[src/rtl/pdma_pkg.sv]
package pdma_pkg;

    typedef enum logic [3:0] {
        ST_IDLE, ST_ARMED, ST_START, ST_REQ, ST_READ,
        ST_LATCH, ST_WRITE, ST_GAP, ST_FINISH
    } chan_state_e;

    typedef enum logic [1:0] {
        AM_INC  = 2'd0,
        AM_DEC  = 2'd1,
        AM_HOLD = 2'd2,
        AM_NONE = 2'd3
    } addr_mode_e;

endpackage

[src/rtl/pdma_addr_unit.sv]
module pdma_addr_unit #(
    parameter int ADDR_W = 32
) (
    input  logic              clk,
    input  logic              rst_n,
    input  logic [ADDR_W-1:0] prog_addr,
    input  logic              prog_load,
    input  logic [1:0]        mode,
    input  logic              reload_now,
    input  logic              step,
    output logic [ADDR_W-1:0] work_addr
);
    import pdma_pkg::*;

    localparam logic [ADDR_W-1:0] ALIGN_MASK = ~ADDR_W'(3);
    localparam logic [ADDR_W-1:0] WORD_BYTES = ADDR_W'(4);

    logic [ADDR_W-1:0] base_q;

    always_ff @(posedge clk or negedge rst_n) begin
        if (!rst_n) begin
            base_q    <= '0;
            work_addr <= '0;
        end else if (prog_load) begin
            base_q    <= prog_addr & ALIGN_MASK;
            work_addr <= prog_addr & ALIGN_MASK;
        end else if (reload_now) begin
            work_addr <= base_q;
        end else if (step) begin
            unique case (addr_mode_e'(mode))
                AM_INC:  work_addr <= work_addr + WORD_BYTES;
                AM_DEC:  work_addr <= work_addr - WORD_BYTES;
                default: work_addr <= work_addr;
            endcase
        end
    end

endmodule

[src/rtl/pdma_pacer.sv]
module pdma_pacer #(
    parameter int IVL_W = 16
) (
    input  logic             clk,
    input  logic             rst_n,
    input  logic             load,
    input  logic             run,
    input  logic [IVL_W-1:0] interval,
    input  logic [1:0]       prescale,
    output logic             expired
);
    localparam int PRE_W = 6;

    logic [IVL_W-1:0] cnt_q;
    logic [PRE_W-1:0] pre_q;
    logic [PRE_W-1:0] tick_mask;
    logic             tick;

    always_comb begin
        unique case (prescale)
            2'd0:    tick_mask = PRE_W'(0);
            2'd1:    tick_mask = PRE_W'(3);
            2'd2:    tick_mask = PRE_W'(15);
            default: tick_mask = PRE_W'(63);
        endcase
    end

    assign tick    = (pre_q & tick_mask) == tick_mask;
    assign expired = (cnt_q == '0);

    always_ff @(posedge clk or negedge rst_n) begin
        if (!rst_n) begin
            cnt_q <= '0;
            pre_q <= '0;
        end else if (load) begin
            cnt_q <= interval;
            pre_q <= '0;
        end else if (run && !expired) begin
            pre_q <= pre_q + 1'b1;
            if (tick) cnt_q <= cnt_q - 1'b1;
        end
    end

endmodule

[src/rtl/pdma_channel.sv]
module pdma_channel
    import pdma_pkg::*;
#(
    parameter int ADDR_W   = 32,
    parameter int DATA_W   = 32,
    parameter int RUN_W    = 24,
    parameter int TOTAL_W  = 28,
    parameter int IVL_W    = 16,
    parameter int BLOG_W   = 4,
    parameter int NUM_TRIG = 16
) (
    input  logic                        clk,
    input  logic                        rst_n,
    input  logic [ADDR_W-1:0]           cfg_src_addr,
    input  logic                        cfg_src_load,
    input  logic [ADDR_W-1:0]           cfg_dst_addr,
    input  logic                        cfg_dst_load,
    input  logic [1:0]                  cfg_src_mode,
    input  logic [1:0]                  cfg_dst_mode,
    input  logic                        cfg_src_reload,
    input  logic                        cfg_dst_reload,
    input  logic [DATA_W-1:0]           cfg_fill_word,
    input  logic [BLOG_W-1:0]           cfg_burst_log2,
    input  logic [IVL_W-1:0]            cfg_interval,
    input  logic [1:0]                  cfg_prescale,
    input  logic [RUN_W-1:0]            cfg_run_words,
    input  logic [TOTAL_W-1:0]          cfg_total_words,
    input  logic                        cfg_immediate,
    input  logic                        cfg_repeat,
    input  logic                        cfg_irq_en,
    input  logic [$clog2(NUM_TRIG)-1:0] cfg_trig_sel,
    input  logic                        ctl_enable_set,
    input  logic                        ctl_enable_clr,
    input  logic [NUM_TRIG-1:0]         trig_lines,
    output logic                        busy,
    output logic                        bus_req,
    input  logic                        bus_gnt,
    output logic                        bus_rd,
    output logic                        bus_wr,
    output logic [ADDR_W-1:0]           bus_addr,
    output logic [DATA_W-1:0]           bus_wdata,
    input  logic [DATA_W-1:0]           bus_rdata,
    output logic                        irq
);
    localparam int BURST_W = 1 << BLOG_W;

    chan_state_e state_q, state_d;

    logic [RUN_W-1:0]   run_left_q;
    logic [BURST_W-1:0] burst_left_q;
    logic [TOTAL_W-1:0] moved_q;
    logic [DATA_W-1:0]  data_q;
    logic               limit_hit_q;
    logic [ADDR_W-1:0]  src_addr, dst_addr;
    logic               gap_done;
    logic               fill_mode, trig_hit, limit_now, last_of_run, last_of_burst;

    assign fill_mode     = (addr_mode_e'(cfg_src_mode) == AM_NONE);
    assign trig_hit      = trig_lines[cfg_trig_sel];
    assign last_of_run   = (run_left_q == RUN_W'(1));
    assign last_of_burst = (burst_left_q == BURST_W'(1));
    assign limit_now     = !cfg_immediate && !cfg_repeat &&
                           (TOTAL_W'(moved_q + 1'b1) == cfg_total_words);

    pdma_addr_unit #(.ADDR_W(ADDR_W)) u_src (
        .clk        (clk),
        .rst_n      (rst_n),
        .prog_addr  (cfg_src_addr),
        .prog_load  (cfg_src_load),
        .mode       (cfg_src_mode),
        .reload_now (state_q == ST_START && cfg_src_reload),
        .step       (state_q == ST_WRITE),
        .work_addr  (src_addr)
    );

    pdma_addr_unit #(.ADDR_W(ADDR_W)) u_dst (
        .clk        (clk),
        .rst_n      (rst_n),
        .prog_addr  (cfg_dst_addr),
        .prog_load  (cfg_dst_load),
        .mode       (cfg_dst_mode),
        .reload_now (state_q == ST_START && cfg_dst_reload),
        .step       (state_q == ST_WRITE),
        .work_addr  (dst_addr)
    );

    pdma_pacer #(.IVL_W(IVL_W)) u_pacer (
        .clk      (clk),
        .rst_n    (rst_n),
        .load     (state_q == ST_WRITE),
        .run      (state_q == ST_GAP),
        .interval (cfg_interval),
        .prescale (cfg_prescale),
        .expired  (gap_done)
    );

    // State register
    always_ff @(posedge clk or negedge rst_n) begin
        if (!rst_n) state_q <= ST_IDLE;
        else        state_q <= state_d;
    end

    // Transitions
    always_comb begin
        state_d = state_q;
        unique case (state_q)
            ST_IDLE:   if (ctl_enable_set) state_d = cfg_immediate ? ST_START : ST_ARMED;
            ST_ARMED:  if (ctl_enable_clr) state_d = ST_IDLE;
                       else if (trig_hit)  state_d = ST_START;
            ST_START:  state_d = (cfg_run_words == '0) ? ST_FINISH : ST_REQ;
            ST_REQ:    if (bus_gnt) state_d = fill_mode ? ST_WRITE : ST_READ;
            ST_READ:   state_d = ST_LATCH;
            ST_LATCH:  state_d = ST_WRITE;
            ST_WRITE:  if (limit_now || last_of_run) state_d = ST_FINISH;
                       else if (last_of_burst)       state_d = ST_GAP;
                       else                          state_d = fill_mode ? ST_WRITE : ST_READ;
            ST_GAP:    if (ctl_enable_clr) state_d = ST_IDLE;
                       else if (gap_done)  state_d = ST_REQ;
            ST_FINISH: if (cfg_immediate || (!cfg_repeat && limit_hit_q)) state_d = ST_IDLE;
                       else                                                 state_d = ST_ARMED;
            default:   state_d = ST_IDLE;
        endcase
    end

    // Counters and data capture
    always_ff @(posedge clk or negedge rst_n) begin
        if (!rst_n) begin
            run_left_q   <= '0;
            burst_left_q <= '0;
            moved_q      <= '0;
            data_q       <= '0;
            limit_hit_q  <= 1'b0;
        end else begin
            if (state_q == ST_IDLE && ctl_enable_set) begin
                moved_q     <= '0;
                limit_hit_q <= 1'b0;
            end
            if (state_q == ST_START) run_left_q <= cfg_run_words;
            if (state_q == ST_REQ && bus_gnt)
                burst_left_q <= BURST_W'(1) << cfg_burst_log2;
            if (state_q == ST_LATCH) data_q <= bus_rdata;
            if (state_q == ST_WRITE) begin
                run_left_q   <= run_left_q - 1'b1;
                burst_left_q <= burst_left_q - 1'b1;
                moved_q      <= moved_q + 1'b1;
                limit_hit_q  <= limit_now;
            end
        end
    end

    // Outputs
    always_comb begin
        busy      = (state_q != ST_IDLE);
        bus_req   = (state_q == ST_REQ) || (state_q == ST_READ) ||
                    (state_q == ST_LATCH) || (state_q == ST_WRITE);
        bus_rd    = (state_q == ST_READ);
        bus_wr    = (state_q == ST_WRITE);
        bus_addr  = (state_q == ST_READ) ? src_addr : dst_addr;
        bus_wdata = fill_mode ? cfg_fill_word : data_q;
        irq       = (state_q == ST_FINISH) && cfg_irq_en;
    end

endmodule

[config.mk]
export PLATFORM = sky130hd
export DESIGN_NAME = pdma_channel
export DESIGN_NICKNAME = d
export VERILOG_FILES = /design/src/rtl/pdma_pkg.sv /design/src/rtl/pdma_addr_unit.sv /design/src/rtl/pdma_pacer.sv /design/src/rtl/pdma_channel.sv
export SDC_FILE = /design/constraint.sdc
export NUM_CORES = 1
export LEC_CHECK = 0
export BUFFER_PORTS_ARGS = -buffer_cell sky130_fd_sc_hd__buf_4
export CAP_MARGIN = 20
export CORE_MARGIN = 5
export CORE_UTILIZATION = 30
export DETAILED_ROUTE_END_ITERATION = 8
export PLACE_DENSITY = 0.48
export SYNTH_ARGS = -nofsm -noshare
export SYNTH_HDL_FRONTEND = slang
export SYNTH_SLANG_ARGS = --single-unit
export TNS_END_PERCENT = 5
[constraint.sdc]
create_clock -name clk -period 3.05 [get_ports clk]
set_clock_uncertainty 0.2 [all_clocks]
set_input_delay 0.305 -clock clk [delete_from_list [all_inputs] [get_ports clk]]
set_output_delay 0.305 -clock clk [all_outputs]
set_load 0.02 [all_outputs]
==> results by group, run 1 <==
Status
  – Status: completed

Power
  – VDD IR-drop max: 0.3315 mV
  – Leak pwr: 0.01053 uW
  – PD cells: 730.6 nW/um^2
  – Total power: 17560 uW

Detailed routing
  – DR pass1 iterations: 5
  – DRT iter0 DRCs: 835
  – Avg Vias per Cell: 5.088
  – DRC viols: 0
  – Post-DRT Antenna Nets: 0
  – Routed length per instance: 18.64 um
  – Via count: 16430
  – Final wirelength: 60.19 mm

Final layout
  – Fill cells: 5423
  – Synthesis-to-finish area growth: 44.58%
  – Seq. cell area: 6183 sq um
  – Non-filler cells, final: 3229
  – Layout cell share with drive strength beyond 1: 0.3238
  – Area taken by multi-input logic gates: 10190 sq um
  – Final #Nets: 2759

Clock tree
  – H-tree Lvls: 2
  – Clk sinks: 247
  – Clock root cell: clkbuf_16
  – Clock-pin slew on the worst setup and hold paths: 0.06 ns
  – Worst-Skew Late Latency: 0.54 ns
  – Cts bufs inserted: 34
  – CTS tree: yes
  – Max Buffers Root-to-Sink: 3

STA
  – Setup violations, final: 0
  – Post-route minimum period: 2.927 ns
  – Final hold vios: 0
  – Fmax: 0.3417 GHz
  – Setup WS post-layout: 0.1230 ns
  – Worst-Margin Slew: 0.7600 ns
  – Final Max Slew Viols: 0
  – RSZ-0062 raised after global routing: yes
  – Slew headroom: 0.4906
  – Setup TNS after final layout: 0 ns
  – Tcrit/Tclk final: 0.9597

Logic synthesis
  – Number of synthesized flops with an enable pin: 0
  – Seq/Total Area, Yosys: 0.3718
  – Syn Area/Cell: 8.967 sq um
  – Synth cell types: 87
  – Share of flip-flops with an asynchronous set or reset: 1.000
  – FF+latch count, synth: 247
  – Number of synthesis warnings: 0
  – Post-Syn Area: 16620 sq um
  – Gate Count Post-Synth: 1854
  – Top FF cell, synth: dfrtp_1

Global route
  – Largest net degree at the start of global routing: 53
  – M3 GR Usage: 0.03478
  – Vias in the first global route: 16910
  – Initial antenna violation count: 3
  – Global routing usage on met2: 0.3389
  – Final global-route overflow total: 0
  – M1 GR Usage: 0.2481
  – GRT busiest layer: met2
  – Total Routing Usage GR: 0.1936
  – First-pass GRT wire length: 93.82 mm

Critical path
  – Crit. End Element: flip-flop
  – CP startpoint: moved_q[4]
  – Req. time, crit path: 3.24 ns
  – R2R depth: 10
  – R2r endpoint: state_q[1]
  – Kind of critical path: flip-flop to flip-flop
  – CP arrival: 3.12 ns
  – Startpoint types: flip-flop
  – Setup slack, reg-to-reg: 0.12 ns
  – RR Startpoint: moved_q[4]
  – Crit Path Max Fanout: 4

Worst hold path
  – Hold Path Origin: cfg_dst_load
  – Min-delay worst type: input port to flip-flop
  – Endpoint, Worst Hold: u_dst.work_addr[31]
  – WHS Path Cells: 2

Flow run
  – Maxcap violations: 0

Floorplan
  – Die W: 245.4 um
  – Core ar.: 54990 sq um
  – # rows: 86
  – Die height: 245.4 um
  – Initial Utilization: 0.3023
  – Io pins: 307
  – Die area: 60220 sq um

Placed design
  – Post-placement cell count: 3028
  – Detailed Place HPWL: 45.57 mm
  – IO Port Bufs: 300
  – RePlAce Congestion: 0.8471
  – Pre-CTS setup slack: -0.2483 ns
==> cell usage after synthesis (all sizes together), types with 9 or more instances <==
library cell	count	area (sq um)
a211oi	15	112.6
a21o	22	165.2
a21oi	139	695.7
a22o	12	105.1
a31oi	24	150.1
and2	9	56.30
and3	17	106.4
buf	32	148.9
clkbuf	67	254.0
dfrtp	247	6181
ha	63	788.3
inv	51	191.4
mux2	146	1644
mux2i	13	130.1
nand2	189	716.9
nand2b	23	143.9
nand3	33	170.2
nand4	20	146.4
nor2	136	530.5
nor3	49	261.5
nor4	23	180.2
o211ai	18	135.1
o21ai	197	985.9
o22ai	27	168.9
o31ai	27	202.7
o32ai	11	96.34
or3	22	143.9
xnor2	63	551.8
xor2	34	297.8
==> layout by cell type (no fill, tap or decap), drive strengths merged, types with 7 or more instances in the layout <==
cell type | netlist | final
o21bai | 7 | 7
and2 | 9 | 9
o32ai | 11 | 11
nor4 | 23 | 23
a211oi | 15 | 15
o21ai | 197 | 197
nor2 | 136 | 136
and4 | 7 | 7
o22ai | 27 | 27
xnor2 | 63 | 63
nand4 | 20 | 20
buf | 32 | 524
a21o | 22 | 22
a21boi | 8 | 8
o31ai | 27 | 27
ha | 63 | 63
or3 | 22 | 22
clkbuf | 67 | 50
nand2 | 189 | 189
a22o | 12 | 12
nand3 | 33 | 33
nor3 | 49 | 49
clkinv | 1 | 7
dlygate4sd3 | 0 | 140
nor2b | 8 | 8
xor2 | 34 | 34
o211ai | 18 | 18
a21oi | 139 | 139
o21a | 7 | 7
dfrtp | 247 | 247
mux2 | 146 | 146
mux2i | 13 | 13
inv | 51 | 50
a31oi | 24 | 24
and3 | 17 | 17
o311ai | 7 | 7
nand2b | 23 | 23
==> area by class of cell <==
class,instances,share of cell area
multi-input combinational,1457,0.4238
sequential,247,0.2573
timing repair buffer,664,0.2248
clock buffer,50,0.04128
tap,748,0.03894
inverter,52,0.008433
clock inverter,10,0.005362
antenna,1,0.0001041
==> logic make-up after synthesis <==
family / share of synthesized area
compound gates: 0.2143
simple gates: 0.1633
flops: 0.3718
mux: 0.1135
buf+inv: 0.03597
xor+xnor: 0.05110
fa+ha+maj: 0.04982
other cells: 0.0002256
==> report_power, final <==
group	switching [uW]	leakage, uW	internal [uW]	total [uW]
logic	4340	0.00696	3980	8310
registers	922	0.00302	4250	5170
clock network	1580	0.000555	2500	4080
==> through the flow <==
stage / utilization / hold slack, ns / instance area [sq um]
finish: 0.4371 / 0.05368 / 24040
global route: 0.4371 / 0.05256 / 24030
CTS: 0.4348 / 0.02712 / 23910
detailed placement: 0.3885 / 0.06816 / 21360
global placement: 0.3885 / 0.06151 / 21360
floorplan: - / -0.1906 / 16800
==> flip-flops by register name, indices dropped and copies added, names as in the netlist <==
| register | cells |
|---|---|
| burst_left_q | 16 |
| data_q | 32 |
| limit_hit_q | 1 |
| moved_q | 28 |
| run_left_q | 24 |
| state_q | 4 |
| u_dst.base_q | 30 |
| u_dst.work_addr | 30 |
| u_pacer.cnt_q | 16 |
| u_pacer.pre_q | 6 |
| u_src.base_q | 30 |
| u_src.work_addr | 30 |
==> what timing repair did <==
action	CTS	global route
hold endpoints to repair	391	0
pin swaps	0	7
buffers inserted	0	0
setup endpoints to repair	6	43
resized for setup	5	28
hold buffers	140	0
==> routing by layer <==
metal | share of wire | wire, um | up-vias
li1 | - | - | 8036
met1 | 0.44 | 26330 | 7961
met2 | 0.49 | 29600 | 359
met3 | 0.048 | 2890 | 68
met4 | 0.022 | 1341 | 4
met5 | 0.00042 | 25 | -
==> how the worst max path moves through the flow <==
stage | endpoint | slack, ns | cells after the start
floorplan | u_src.work_addr[24] | -0.27 | 12
global placement | u_dst.work_addr[29] | -0.23 | 16
detailed placement | u_dst.work_addr[28] | -0.25 | 14
CTS | state_q[1] | -0.02 | 11
global route | u_src.work_addr[27] | -0.05 | 11
finish | state_q[1] | 0.12 | 10
==> worst max-delay path, stage by stage (launching register included) <==
cell	delay [ns]
dfrtp_1	0.42
nand4_1	0.21
buf_4	0.21
nor4_4	0.32
nand2_1	0.16
xnor2_2	0.15
o211a_1	0.16
o2111ai_1	0.13
or4_4	0.59
nand3b_4	0.12
o2111ai_1	0.12
Note: power is estimated with default switching activity, not from simulation.
==> inputs of run 2 (changes only) <==
Settings changed: CORE_MARGIN 5 to not set, CORE_UTILIZATION 30 to 45, PLACE_DENSITY 0.48 to 0.67.
==> run 2 against run 1 <==
Net effect: sequential power is 1% higher; critical path depth increased by 1; wire length decreased by 8.4%; combinational power down 0.6%.
==> results by group, run 2 (synthesized netlist as in run 1, its figures left out) <==
STA
  – Setup WS post-layout: 0.09477 ns
  – Fmax: 0.3384 GHz
  – Hold slack: 0.007373 ns
  – Worst-Margin Slew: 0.8969 ns
  – Setup TNS after final layout: 0 ns
  – RSZ-0062 raised after global routing: yes
  – Final Max Slew Viols: 0
  – Final hold vios: 0
  – Setup violations, final: 0
  – Tcrit/Tclk final: 0.9689
  – Slew headroom: 0.4014
  – Post-route minimum period: 2.955 ns

Critical path
  – Critical-path cell list: ha_4 > xor2_1 > nor4_2 > o311ai_1 > nor4_1 > buf_4 > o311a_1 > nand4_1 > or4_4 > nand3b_4 > o2111ai_1
  – Startpoint types: flip-flop
  – CP arrival: 3.20 ns
  – R2R depth: 11
  – CP max stage delay: 0.55 ns
  – CP max-delay cell: or4_4
  – Crit Path Max Fanout: 3
  – Crit. End Element: flip-flop
  – Req. time, crit path: 3.29 ns
  – Kind of critical path: flip-flop to flip-flop

Floorplan
  – Io pins: 307
  – Initial Utilization: 0.4552
  – # rows: 70
  – Core ar.: 36520 sq um
  – Die W: 194.2 um
  – Die height: 194.2 um
  – Die area: 37720 sq um

Clock tree
  – H-tree Lvls: 1
  – Worst-Skew Late Latency: 0.57 ns
  – Clock root cell: clkbuf_16
  – Max Buffers Root-to-Sink: 3
  – Clk sinks: 247
  – Clock-pin slew on the worst setup and hold paths: 0.06 ns
  – CTS tree: yes
  – Cts bufs inserted: 30

Detailed routing
  – Final wirelength: 55.15 mm
  – Via count: 16950
  – DRC viols: 0
  – DR pass1 iterations: 6
  – Avg Vias per Cell: 5.778
  – Routed length per instance: 18.80 um
  – DRT iter0 DRCs: 1048
  – Post-DRT Antenna Nets: 0

Final layout
  – Synthesis-to-finish area growth: 41.08%
  – Largest reg by FF count: data_q
  – Final Instance Area: 23450 sq um
  – Max reg flops: 32
  – Most frequent cells in the layout: 495 x buf_4, 242 x dfrtp_1, 188 x nand2_1
  – Most common cell after layout, fill and taps aside: buf_4
  – Inserted Diodes: 0
  – Layout cell share with drive strength beyond 1: 0.3135
  – Final #Nets: 2746

Placed design
  – DP Area: 20860 sq um
  – Pre-CTS setup slack: -0.2810 ns
  – RePlAce Congestion: 0.9707
  – IO Port Bufs: 300
  – Detailed Place HPWL: 39.28 mm

Power
  – VDD IR-drop max: 0.5450 mV
  – PD cells: 727.8 nW/um^2
  – Leak pwr: 0.01037 uW

Global route
  – Largest net degree at the start of global routing: 77
  – First-pass GRT wire length: 88.11 mm
  – Vias in the first global route: 17130
  – Final global-route overflow total: 0
  – Total Routing Usage GR: 0.2876
  – Initial antenna violation count: 0

Status
  – Status: completed

Worst hold path
  – WHS Path Cells: 4
  – Min-delay worst type: input port to flip-flop

Flow run
  – Maxcap violations: 0
==> run 2: path summary, 6_finish.rpt <==
check / to / start / slack (ns)
worst max-delay path: state_q[1] / moved_q[0] / 0.09
worst min-delay path: burst_left_q[0] / cfg_burst_log2[3] / 0.007
worst max register to register: state_q[1] / moved_q[0] / 0.09
worst min register to register: limit_hit_q / limit_hit_q / 0.30
max in group asynchronous: data_q[22] / rst_n / 1.75
min in group asynchronous: u_src.work_addr[14] / rst_n / 0.09
==> run 2: cell type report <==
cell class | count | area [sq um]
clock buffers | 48 | 919.6
clock inverters | 7 | 63.81
fillers | 2978 | 13070
inverters | 52 | 202.7
multi-input cells | 1457 | 10110
flip-flops and latches | 247 | 6187
well taps | 468 | 585.6
repair buffers | 655 | 5388
==> run 2: critical path: cells and delay by family (launching register included) <==
kind | cells | cell delay, ns
AO/OA/AOI/OAI | 3 | 0.44
XOR/XNOR | 1 | 0.14
buffers and inverters | 1 | 0.16
AND/OR/NAND/NOR | 5 | 1.24
adder cells (fa/ha/maj) | 1 | 0.25
flip-flops | 1 | 0.40
==> run 2: repair_timing <==
| item | 4_1_cts | 5_1_grt |
|---|---|---|
| pin swaps | 4 | 10 |
| endpoints found under the hold margin | 390 | 0 |
| setup endpoints to repair | 7 | 18 |
| buffers inserted | 0 | 3 |
| gates resized for setup | 4 | 18 |
| hold buffers | 152 | 0 |
==> run 2: power breakdown <==
group          total (uW)  leakage (uW)  switching, uW  internal (uW)
logic                8260       0.00687           4300           3970
registers            5220       0.00301            976           4250
clock network        3580      0.000488           1450           2130
==> run 2: metal layers <==
| layer | share of wire | track usage |
|---|---|---|
| met2 | 0.50 | 0.5131 |
| met3 | 0.060 | 0.04314 |
| met1 | 0.41 | 0.3573 |
| met4 | 0.027 | 0.08613 |
| met5 | 0 | 0 |
==> run 2: through the flow <==
step | power, uW | std cells | utilization
global placement | 12900 | 2725 | 0.5712
detailed placement | 13150 | 2725 | 0.5712
CTS | 16990 | 2931 | 0.6401
global route | 18120 | 2934 | 0.6422
finish | 17070 | 2934 | 0.6422
floorplan | 9921 | 1855 | -
